$ cat config.mk
export PLATFORM = sky130hd
export DESIGN_NAME = slot_led_ctrl
export DESIGN_NICKNAME = d
export VERILOG_FILES = /design/src/rtl/slot_led_pkg.sv /design/src/rtl/slot_led_rst_sync.sv /design/src/rtl/slot_led_blink_timer.sv /design/src/rtl/slot_led_slot_regs.sv /design/src/rtl/slot_led_ctrl.sv
export SDC_FILE = /design/constraint.sdc
export NUM_CORES = 1
export LEC_CHECK = 0
export BUFFER_PORTS_ARGS = -buffer_cell sky130_fd_sc_hd__buf_4
export CAP_MARGIN = 20
export CORE_MARGIN = 3
export CORE_UTILIZATION = 55
export CTS_BUF_LIST = sky130_fd_sc_hd__clkbuf_2
export DETAILED_ROUTE_END_ITERATION = 10
export PLACE_DENSITY = 0.75
export SYNTH_ARGS = -nofsm -noshare
export SYNTH_HDL_FRONTEND = slang
export SYNTH_SLANG_ARGS = --single-unit
export TNS_END_PERCENT = 5
$ cat constraint.sdc
create_clock -name clk -period 4.4 [get_ports clk]
set_input_delay 0.88 -clock clk [delete_from_list [all_inputs] [get_ports clk]]
set_output_delay 0.88 -clock clk [all_outputs]
set_load 0.01 [all_outputs]
$ cat src/rtl/slot_led_pkg.sv
package slot_led_pkg;

  typedef enum logic [1:0] {
    LED_DARK    = 2'b00,
    LED_LIT     = 2'b01,
    LED_PHASE_A = 2'b10,
    LED_PHASE_B = 2'b11
  } led_mode_e;

  typedef struct packed {
    led_mode_e amber;
    led_mode_e green;
  } slot_modes_t;

  localparam int MODE_BITS = $bits(slot_modes_t);

  function automatic logic mode_lit(led_mode_e mode, logic second_half);
    logic lit;
    case (mode)
      LED_LIT:     lit = 1'b1;
      LED_PHASE_A: lit = ~second_half;
      LED_PHASE_B: lit = second_half;
      default:     lit = 1'b0;
    endcase
    return lit;
  endfunction

endpackage

$ cat src/rtl/slot_led_rst_sync.sv
module slot_led_rst_sync #(
  parameter int STAGES = 2
) (
  input  logic clk,
  input  logic rst_n,
  output logic rst_n_sync
);

  logic [STAGES-1:0] sync_q;
  logic [STAGES-1:0] sync_d;

  always_comb begin
    sync_d = {sync_q[STAGES-2:0], 1'b1};
  end

  always_ff @(posedge clk or negedge rst_n) begin
    if (!rst_n) sync_q <= '0;
    else        sync_q <= sync_d;
  end

  assign rst_n_sync = sync_q[STAGES-1];

endmodule

$ cat src/rtl/slot_led_blink_timer.sv
module slot_led_blink_timer #(
  parameter int HALF_PERIOD_CYCLES = 33_000_000
) (
  input  logic clk,
  input  logic rst_n,
  output logic second_half
);

  localparam int CNT_W = (HALF_PERIOD_CYCLES > 1) ? $clog2(HALF_PERIOD_CYCLES) : 1;
  localparam logic [CNT_W-1:0] TERM = CNT_W'(HALF_PERIOD_CYCLES - 1);

  logic [CNT_W-1:0] cnt_q, cnt_d;
  logic             half_q, half_d;
  logic             at_term;

  always_comb begin
    at_term = (cnt_q == TERM);
    cnt_d   = at_term ? '0 : cnt_q + 1'b1;
    half_d  = at_term ? ~half_q : half_q;
  end

  always_ff @(posedge clk or negedge rst_n) begin
    if (!rst_n) begin
      cnt_q  <= '0;
      half_q <= 1'b0;
    end else begin
      cnt_q  <= cnt_d;
      half_q <= half_d;
    end
  end

  assign second_half = half_q;

  p_cnt_in_range_r5: assert property (@(posedge clk) disable iff (!rst_n)
    cnt_q <= TERM);

  p_phase_flip_at_term_r5: assert property (@(posedge clk) disable iff (!rst_n)
    !$stable(half_q) |-> $past(cnt_q) == TERM);

endmodule

$ cat src/rtl/slot_led_slot_regs.sv
module slot_led_slot_regs
  import slot_led_pkg::*;
#(
  parameter int SLOT_IDX = 0,
  parameter int SLOT_W   = 3
) (
  input  logic                 clk,
  input  logic                 rst_n,
  input  logic                 wr_en,
  input  logic [SLOT_W-1:0]    wr_slot,
  input  logic [MODE_BITS-1:0] wr_data,
  input  logic                 open_in,
  output slot_modes_t          modes
);

  slot_modes_t modes_q, modes_d;
  logic        open_q;
  logic        open_rise;
  logic        hit;

  always_comb begin
    open_rise = open_in & ~open_q;
    hit       = wr_en & (wr_slot == SLOT_W'(SLOT_IDX));
    modes_d   = modes_q;
    if (hit)       modes_d = slot_modes_t'(wr_data);
    if (open_rise) modes_d = '{amber: LED_DARK, green: LED_DARK};
  end

  always_ff @(posedge clk or negedge rst_n) begin
    if (!rst_n) begin
      modes_q <= '{amber: LED_DARK, green: LED_DARK};
      open_q  <= 1'b0;
    end else begin
      modes_q <= modes_d;
      open_q  <= open_in;
    end
  end

  assign modes = modes_q;

  p_open_edge_clears_r7: assert property (@(posedge clk) disable iff (!rst_n)
    (open_in && !open_q) |=> (modes_q == slot_modes_t'('0)));

  p_write_lands_r6: assert property (@(posedge clk) disable iff (!rst_n)
    (wr_en && wr_slot == SLOT_W'(SLOT_IDX) && !(open_in && !open_q))
      |=> (modes_q == slot_modes_t'($past(wr_data))));

  p_no_write_holds_r6: assert property (@(posedge clk) disable iff (!rst_n)
    (!(wr_en && wr_slot == SLOT_W'(SLOT_IDX)) && !(open_in && !open_q)) |=> $stable(modes_q));

endmodule

$ cat src/rtl/slot_led_ctrl.sv
module slot_led_ctrl
  import slot_led_pkg::*;
#(
  parameter int NUM_SLOTS          = 6,
  parameter int HALF_PERIOD_CYCLES = 33_000_000,
  parameter int SLOT_W             = (NUM_SLOTS > 1) ? $clog2(NUM_SLOTS) : 1
) (
  input  logic                 clk,
  input  logic                 rst_n,
  input  logic                 wr_en,
  input  logic [SLOT_W-1:0]    wr_slot,
  input  logic [MODE_BITS-1:0] wr_data,
  input  logic [NUM_SLOTS-1:0] slot_open,
  output logic [NUM_SLOTS-1:0] led_green,
  output logic [NUM_SLOTS-1:0] led_amber
);

  logic        rst_n_int;
  logic        second_half;
  slot_modes_t slot_modes [NUM_SLOTS];

  slot_led_rst_sync #(.STAGES(2)) u_rst_sync (
    .clk       (clk),
    .rst_n     (rst_n),
    .rst_n_sync(rst_n_int)
  );

  slot_led_blink_timer #(.HALF_PERIOD_CYCLES(HALF_PERIOD_CYCLES)) u_timer (
    .clk        (clk),
    .rst_n      (rst_n_int),
    .second_half(second_half)
  );

  for (genvar s = 0; s < NUM_SLOTS; s++) begin : g_slot
    slot_led_slot_regs #(.SLOT_IDX(s), .SLOT_W(SLOT_W)) u_regs (
      .clk    (clk),
      .rst_n  (rst_n_int),
      .wr_en  (wr_en),
      .wr_slot(wr_slot),
      .wr_data(wr_data),
      .open_in(slot_open[s]),
      .modes  (slot_modes[s])
    );

    always_comb begin
      led_green[s] = mode_lit(slot_modes[s].green, second_half);
      led_amber[s] = mode_lit(slot_modes[s].amber, second_half);
    end

    p_phases_opposite_r4: assert property (@(posedge clk) disable iff (!rst_n_int)
      (slot_modes[s].green == LED_PHASE_A && slot_modes[s].amber == LED_PHASE_B)
        |-> (led_green[s] != led_amber[s]));

    p_dark_after_open_r7: assert property (@(posedge clk) disable iff (!rst_n_int)
      $rose(slot_open[s]) |=> (!led_green[s] && !led_amber[s]));
  end

  p_reset_dark_r1: assert property (@(posedge clk)
    !rst_n_int |-> (led_green == '0 && led_amber == '0));

endmodule

==> results of run 1 <==
==> sequential cells by signal, indices dropped and copies added, names as in the netlist <==
name                  count
g_slot.u_regs.open_q      6
u_timer.cnt_q            25
g_slot.u_regs.modes      24
u_timer.second_half       1
u_rst_sync.sync_q         2
==> path summary, 6_finish.rpt <==
path                                       from              endpoint  slack [ps]  depth (start not counted)
max                         u_timer.second_half          led_green[4]        1990                          3
min                                       rst_n  u_rst_sync.sync_q[1]         160                          1
max reg2reg                   u_timer.cnt_q[12]     u_timer.cnt_q[21]        2300                          4
min reg2reg                u_rst_sync.sync_q[1]      u_timer.cnt_q[1]         220                          0
max in group asynchronous  u_rst_sync.sync_q[1]     u_timer.cnt_q[17]        3350                          1
min in group clk           u_rst_sync.sync_q[0]  u_rst_sync.sync_q[1]         380                          0
==> Yosys cell counts <==
master    instances
dfrtp_1          58
nor2_1           26
xnor2_1          21
a22o_1           20
nand2b_1         15
nand3_1          10
inv_1             7
mux2i_1           7
nand4_1           7
nor2b_1           7
xor2_1            7
nand2_1           5
nor3_1            5
nor4_1            5
o21ai_0           5
a21oi_1           4
and3_1            3
clkbuf_1          3
a31o_2            2
nor4_2            2
nor4b_1           2
or4_1             2
a31oi_1           1
and2_1            1
and4_1            1
and4bb_2          1
buf_2             1
conb_1            1
ha_1              1
nand3b_1          1
nand4_2           1
o31ai_1           1
or3_1             1
==> report_power, final <==
part	switching, W	internal, W
clock	0.000183	0.0000730
sequential	0.0000120	0.000549
combinational	0.0000442	0.0000455
total	0.000239	0.000667
==> cell type report <==
type | instances | area [µm²] | area share
Multi-Input combinational cell | 165 | 1120 | 0.379
Timing Repair Buffer | 28 | 210 | 0.0713
Inverter | 7 | 26.3 | 0.00891
Tap cell | 52 | 65.1 | 0.0221
Clock buffer | 11 | 55.1 | 0.0187
Sequential cell | 58 | 1450 | 0.493
Clock inverter | 5 | 22.5 | 0.00764
==> layer usage <==
layer	global-route usage	part of all wire
met5	0	0
met4	0.0929	0.016
met3	0.0454	0.033
met2	0.279	0.45
met1	0.273	0.50
==> critical path, delay by kind of cell, from the launching register on <==
family / cells / cell delay, ps
simple gates: 1 / 230
xor+xnor: 1 / 170
flops: 1 / 540
buf+inv: 1 / 150
==> through the flow <==
| stage | hold slack, ps | cells | utilization | worst slack, ps |
|---|---|---|---|---|
| 2_1_floorplan | 331 | 234 | - | 2600 |
| 3_3_place_gp | 228 | 310 | 0.642 | 2370 |
| 3_5_place_dp | 226 | 310 | 0.642 | 2280 |
| 4_1_cts | 131 | 326 | 0.659 | 1950 |
| 5_1_grt | 106 | 326 | 0.659 | 1820 |
| 6_report | 163 | 326 | 0.659 | 1990 |
==> cell families after synthesis <==
kind of cell / after synthesis
multiplexers: 7
AND/OR/NAND/NOR: 95
other: 1
adder cells (fa/ha/maj): 1
buffers and inverters: 11
XOR/XNOR: 28
AO/OA/AOI/OAI: 33
flip-flops: 58
==> metrics.md, run 1 <==
| Metric | Value |
|---|---|
| Status | completed |
| Fillers | 357 |
| # nets final | around 290 |
| CP startpoint kind | flip-flop |
| Adder-cell area share of the yosys netlist | 0.00479 |
| Port bufs | 27 |
| Slew @ Worst Pin | between 900 and 1000 ps |
| Starting density of the core | 0.584 |
| Total congestion overflow | 0 |
| Largest net degree at the start of global routing | 37 |
| Final RePlAce weighted congestion | 0.822 |
| Worst Setup Path Type | reg2out |
| Slowest CP cell | dfrtp_1 |
| Worst-path clk slew | ~170 ps |
| Routed wire length | 4920 µm |
| CTS Hold Bufs | 0 |
| Design Area, Final | 0.00295 mm² |
| DP HPWL | about 3500 µm |
| Yosys reg bits | 58 |
| Post-CTS Resized | 0 |
| Wire length per cell | around 15 µm |
| Pwr Density | between 300 and 400 mW/mm² |
| Cell Rows | 24 |
| Insertion delay to the later sink of the worst-skew pair | 450 ps |
| Leak pwr | between 1 and 1.5 nW |
| Critical path cell sequence | nand2b_1 -> xnor2_1 -> buf_4 |
| Setup TNS | 0 ps |
| Global Route Usage Sum | 0.192 |
| Critical path data arrival time | approximately 1500 ps |
| Multiplexer share of the synthesized area | 0.0268 |
| Vias in the first global route | 1702 |
| Share of layout cells above drive strength 1 | 0.179 |
| Total power | roughly 0.00091 W |
| Max Fanout on Critical Path | 13 |
| Largest family of logic cells by synthesized area | simple AND/OR/NAND/NOR gates |
| Crit share post-route | 0.547 |
| Max stage delay on crit path | 540 ps |
| Clock buffer depth | 2 |
| Final setup fails | 0 |
| Full die area | about 0.0056 mm² |
| Area growth, synth to finish | 12.9% |
| Crit end category | primary output |
| Ys Warns | 0 |
| I/O Pins | 28 |
| Synth Area in Simple Gates | 0.205 |
| TritonCTS Buffers | 9 |
| Vias per cell | approximately 5.6 |
| Tmin final | between 2000 and 2500 ps |
| Dominant cells by area after synthesis | dfrtp_1 (56%), xnor2_1 (7.0%), a22o_1 (6.7%), nor2_1 (3.7%), nand2b_1 (3.6%) |
| Setup repair after global routing missed its margin | false |
| Unique masters post-synth | 33 |
| Xor and xnor fraction of the mapped netlist area | 0.0939 |
| Most frequent cells in the layout | dfrtp_1 (57), buf_4 (28), nor2_1 (26) |
| First-pass GRT wire length | around 8000 µm |
| Register area share after synthesis | 0.556 |
| Maximum clock frequency | 415 MHz |
| CTS tree | done |
| Post-Syn Instances | 234 |
| Post-synthesis compound-gate area fraction | 0.0963 |
| CTS root buf | clkbuf_2 |
| Drt drc | 0 |
| Worst hold path class | in2async |
| Initial antenna violation count | 0 |
| Area fraction of the dominant cell type after synthesis | 0.556 |
| Number of H-tree levels | 3 |
| Die height | 74.9 µm |
| Most common cell after layout, fill and taps aside | dfrtp_1 |
| Core area | between 0.004 and 0.005 mm² |
| Clock skew | 22.7 ps |
| Drt first pass iters | 4 |
| Clock Sinks | 58 |
| Max-Cap Viols | 0 |
| Die Wd | 74.9 µm |
| First-iteration detailed-routing DRC count | 73 |
| Rel. slew slack | 0.340 |
| Total setup buffers inserted after CTS | 0 |
| Yosys top cell by area | dfrtp_1 |
| Worst Path Required | 3520 ps |
| DR vias | 1836 |
| Syn nets | between 200 and 300 |
| # diodes | 0 |
| Final Hold Fails | 0 |
| Post-Syn Area | 0.00261 mm² |
| Avg Cell Area, Syn | about 11 µm² |
| Area of placed instances | 0.00287 mm² |
| Post-route ant nets | 0 |
| Max-slew violations | 0 |
| Peak supply drop | between 0.15 and 0.2 mV |
Note: power is estimated with default switching activity, not from simulation.
==> run 2: changes to the inputs <==
CORE_UTILIZATION = 54   (was 55)
PLACE_DENSITY = 0.77   (was 0.75)
clock period = 2.1 ns   (was 4.4 ns; I/O delays follow)
==> metrics.md, run 2 (same netlist as run 1, synthesis figures left out) <==
| Metric | Value |
|---|---|
| Status | completed (unchanged) |
| Number of H-tree levels | 3 (unchanged) |
| Critical path cell sequence | nand2b_1 -> xnor2_1 -> buf_4 (unchanged) |
| Die Wd | 75.5 µm (was 74.9 µm) |
| Setup TNS | 0 ps (unchanged) |
| Final Hold Fails | 0 (unchanged) |
| Starting density of the core | 0.580 (was 0.584) |
| Vias in the first global route | 1768 (was 1702) |
| Power share of the clock group | 0.285 (was 0.282) |
| Most frequent cells in the layout | dfrtp_1 (56), buf_4 (31), nor2_1 (26) (was dfrtp_1 (57), buf_4 (28), nor2_1 (26)) |
| Comb power frac | 0.101 (was 0.099) |
| DR WL met2 | 2120 µm (was 2220 µm) |
| Design Area, Final | 0.00300 mm² (was 0.00295 mm²) |
| Share of layout cells above drive strength 1 | 0.197 (was 0.179) |
| Most common cell after layout, fill and taps aside | dfrtp_1 (unchanged) |
| Max-Cap Viols | 0 (unchanged) |
| Port bufs | 27 (unchanged) |
| Sw power | 0.000501 W (was 0.000239 W) |
| Peak supply drop | 0.464 mV (was 0.181 mV) |
| Leak pwr | 1.41 nW (was 1.38 nW) |
| Die height | 75.5 µm (was 74.9 µm) |
| # diodes | 0 (unchanged) |
| Core area | 0.00450 mm² (was 0.00447 mm²) |
| Global Route Usage Sum | 0.190 (was 0.192) |
| Setup repair after global routing missed its margin | false (unchanged) |
| Cell family with most CP delay | flip-flops (unchanged) |
| Slowest CP cell | dfrtp_2 (was dfrtp_1) |
| Cell Int Power | 0.00141 W (was 0.000667 W) |
| CP startpoint kind | flip-flop (unchanged) |
| TritonCTS Buffers | 9 (unchanged) |
| Initial antenna violation count | 0 (unchanged) |
| Final setup fails | 0 (unchanged) |
| Metal3 WL | 173 µm (was 163 µm) |
| # nets final | 291 (was 286) |
| Final RePlAce weighted congestion | 0.886 (was 0.822) |
| Drt first pass iters | 4 (unchanged) |
| First-pass GRT wire length | 8000 µm (was 7940 µm) |
| Largest register FFs | 25 (unchanged) |
| Area growth, synth to finish | 15.0% (was 12.9%) |
| Routed wire length | 4860 µm (was 4920 µm) |
| Drt drc | 0 (unchanged) |
| Crit end category | primary output (unchanged) |
| Clock Sinks | 58 (unchanged) |
| Area of placed instances | 0.00291 mm² (was 0.00287 mm²) |
| Cell Rows | 24 (unchanged) |
| Vias per cell | 5.58 (was 5.63) |
| Insertion delay to the later sink of the worst-skew pair | 480 ps (was 450 ps) |
| Wire length per cell | 14.7 µm (was 15.1 µm) |
| Critical path data arrival time | 1520 ps (was 1530 ps) |
| Max-slew violations | 0 (unchanged) |
| Slew @ Worst Pin | 617 ps (was 986 ps) |
| Worst path buffer plus inverter count | 1 (unchanged) |
| Largest net degree at the start of global routing | 44 (was 37) |
| Fin util | 0.667 (was 0.659) |
| Maximum clock frequency | approximately 520 MHz |
| Rel. slew slack | 0.585 (was 0.340) |
| Max Fanout on Critical Path | 13 (unchanged) |
| Fillers | 360 (was 357) |
| Sw Ratio | 0.262 (was 0.264) |
| Pre-CTS setup slack | 248 ps (was 2280 ps) |
| Post-route ant nets | 0 (unchanged) |
| Crit share post-route | 0.923 |
| Worst-path clk slew | 160 ps (was 170 ps) |
| Clock skew | 23.5 ps (was 22.7 ps) |
| I/O Pins | 28 (unchanged) |
| Highest routed metal layer | met4 (unchanged) |
| Worst Path Required | 1680 ps (was 3520 ps) |
| Final WS setup | 161 ps (was 1990 ps) |
| Worst Setup Path Type | reg2out (unchanged) |
| DP HPWL | 3540 µm (was 3510 µm) |
| CTS root buf | clkbuf_2 (unchanged) |
| Total setup buffers inserted after CTS | 0 (unchanged) |
| First-iteration detailed-routing DRC count | 138 (was 73) |
| Clock buffer depth | 2 (unchanged) |
| Routed length on met1 | 2470 µm (was 2460 µm) |
| Worst hold path class | in2reg (was in2async) |
| DR vias | 1848 (was 1836) |
| Pwr Density | 637 mW/mm² (was 307 mW/mm²) |
| Full die area | 0.00571 mm² (was 0.00561 mm²) |
| CTS tree | done (unchanged) |
| Max stage delay on crit path | 520 ps (was 540 ps) |
| Tmin final | a little under 2000 ps |
| Flop pwr share | 0.613 (was 0.619) |
| Largest Register | u_timer.cnt_q (unchanged) |
| Total congestion overflow | 0 (unchanged) |
-- run 2: path summary, 6_finish.rpt --
path / slack (ps) / start / endpoint / cells past startpoint
worst max-delay path: 160 / u_timer.second_half / led_amber[5] / 3
worst min-delay path: 40 / slot_open[3] / g_slot[3].u_regs.open_q / 1
worst max register to register: 240 / u_timer.cnt_q[0] / u_timer.cnt_q[18] / 5
worst min register to register: 170 / u_rst_sync.sync_q[1] / u_timer.cnt_q[8] / 0
max in group asynchronous: 1410 / u_rst_sync.sync_q[1] / u_timer.second_half / 1
min in group asynchronous: 170 / u_rst_sync.sync_q[1] / u_timer.cnt_q[8] / 0
-- run 2: routing by layer --
layer	up-vias	track usage
li1	915	-
met1	892	0.272
met2	33	0.268
met3	8	0.0396
met4	0	0.105
met5	-	0
-- run 2: area by class of cell --
class	count	area (µm²)	area share
clock buffer	12	60.1	0.0200
clock inverter	4	18.8	0.00625
inverter	7	26.3	0.00875
multi-input combinational	165	1120	0.372
sequential	58	1450	0.484
tap	52	65.1	0.0217
timing repair buffer	33	263	0.0875
-- run 2: what timing repair did --
| item | 4_1_cts | 5_1_grt |
|---|---|---|
| hold endpoints to repair | 2 | 0 |
| hold buffers | 1 | 0 |
| resized for setup | 0 | 1 |
| endpoints found under the setup margin | 0 | 1 |
-- run 2: through the flow --
step,power (W),instances,hold WS (ps)
3_5_place_dp,0.00139,314,170
4_1_cts,0.00193,331,20.1
3_3_place_gp,0.00139,314,168
6_report,0.00191,331,41.1
2_1_floorplan,0.00129,234,124
5_1_grt,0.00200,331,23.5
-- run 2: power by group through the flow --
stage	Sequential, W	Clock, W	Combinational (W)
floorplan	0.00120	0	0.0000901
CTS	0.00117	0.000557	0.000197
finish	0.00117	0.000545	0.000194
detailed placement	0.00120	0	0.000195
global route	0.00118	0.000607	0.000216
global placement	0.00119	0	0.000192
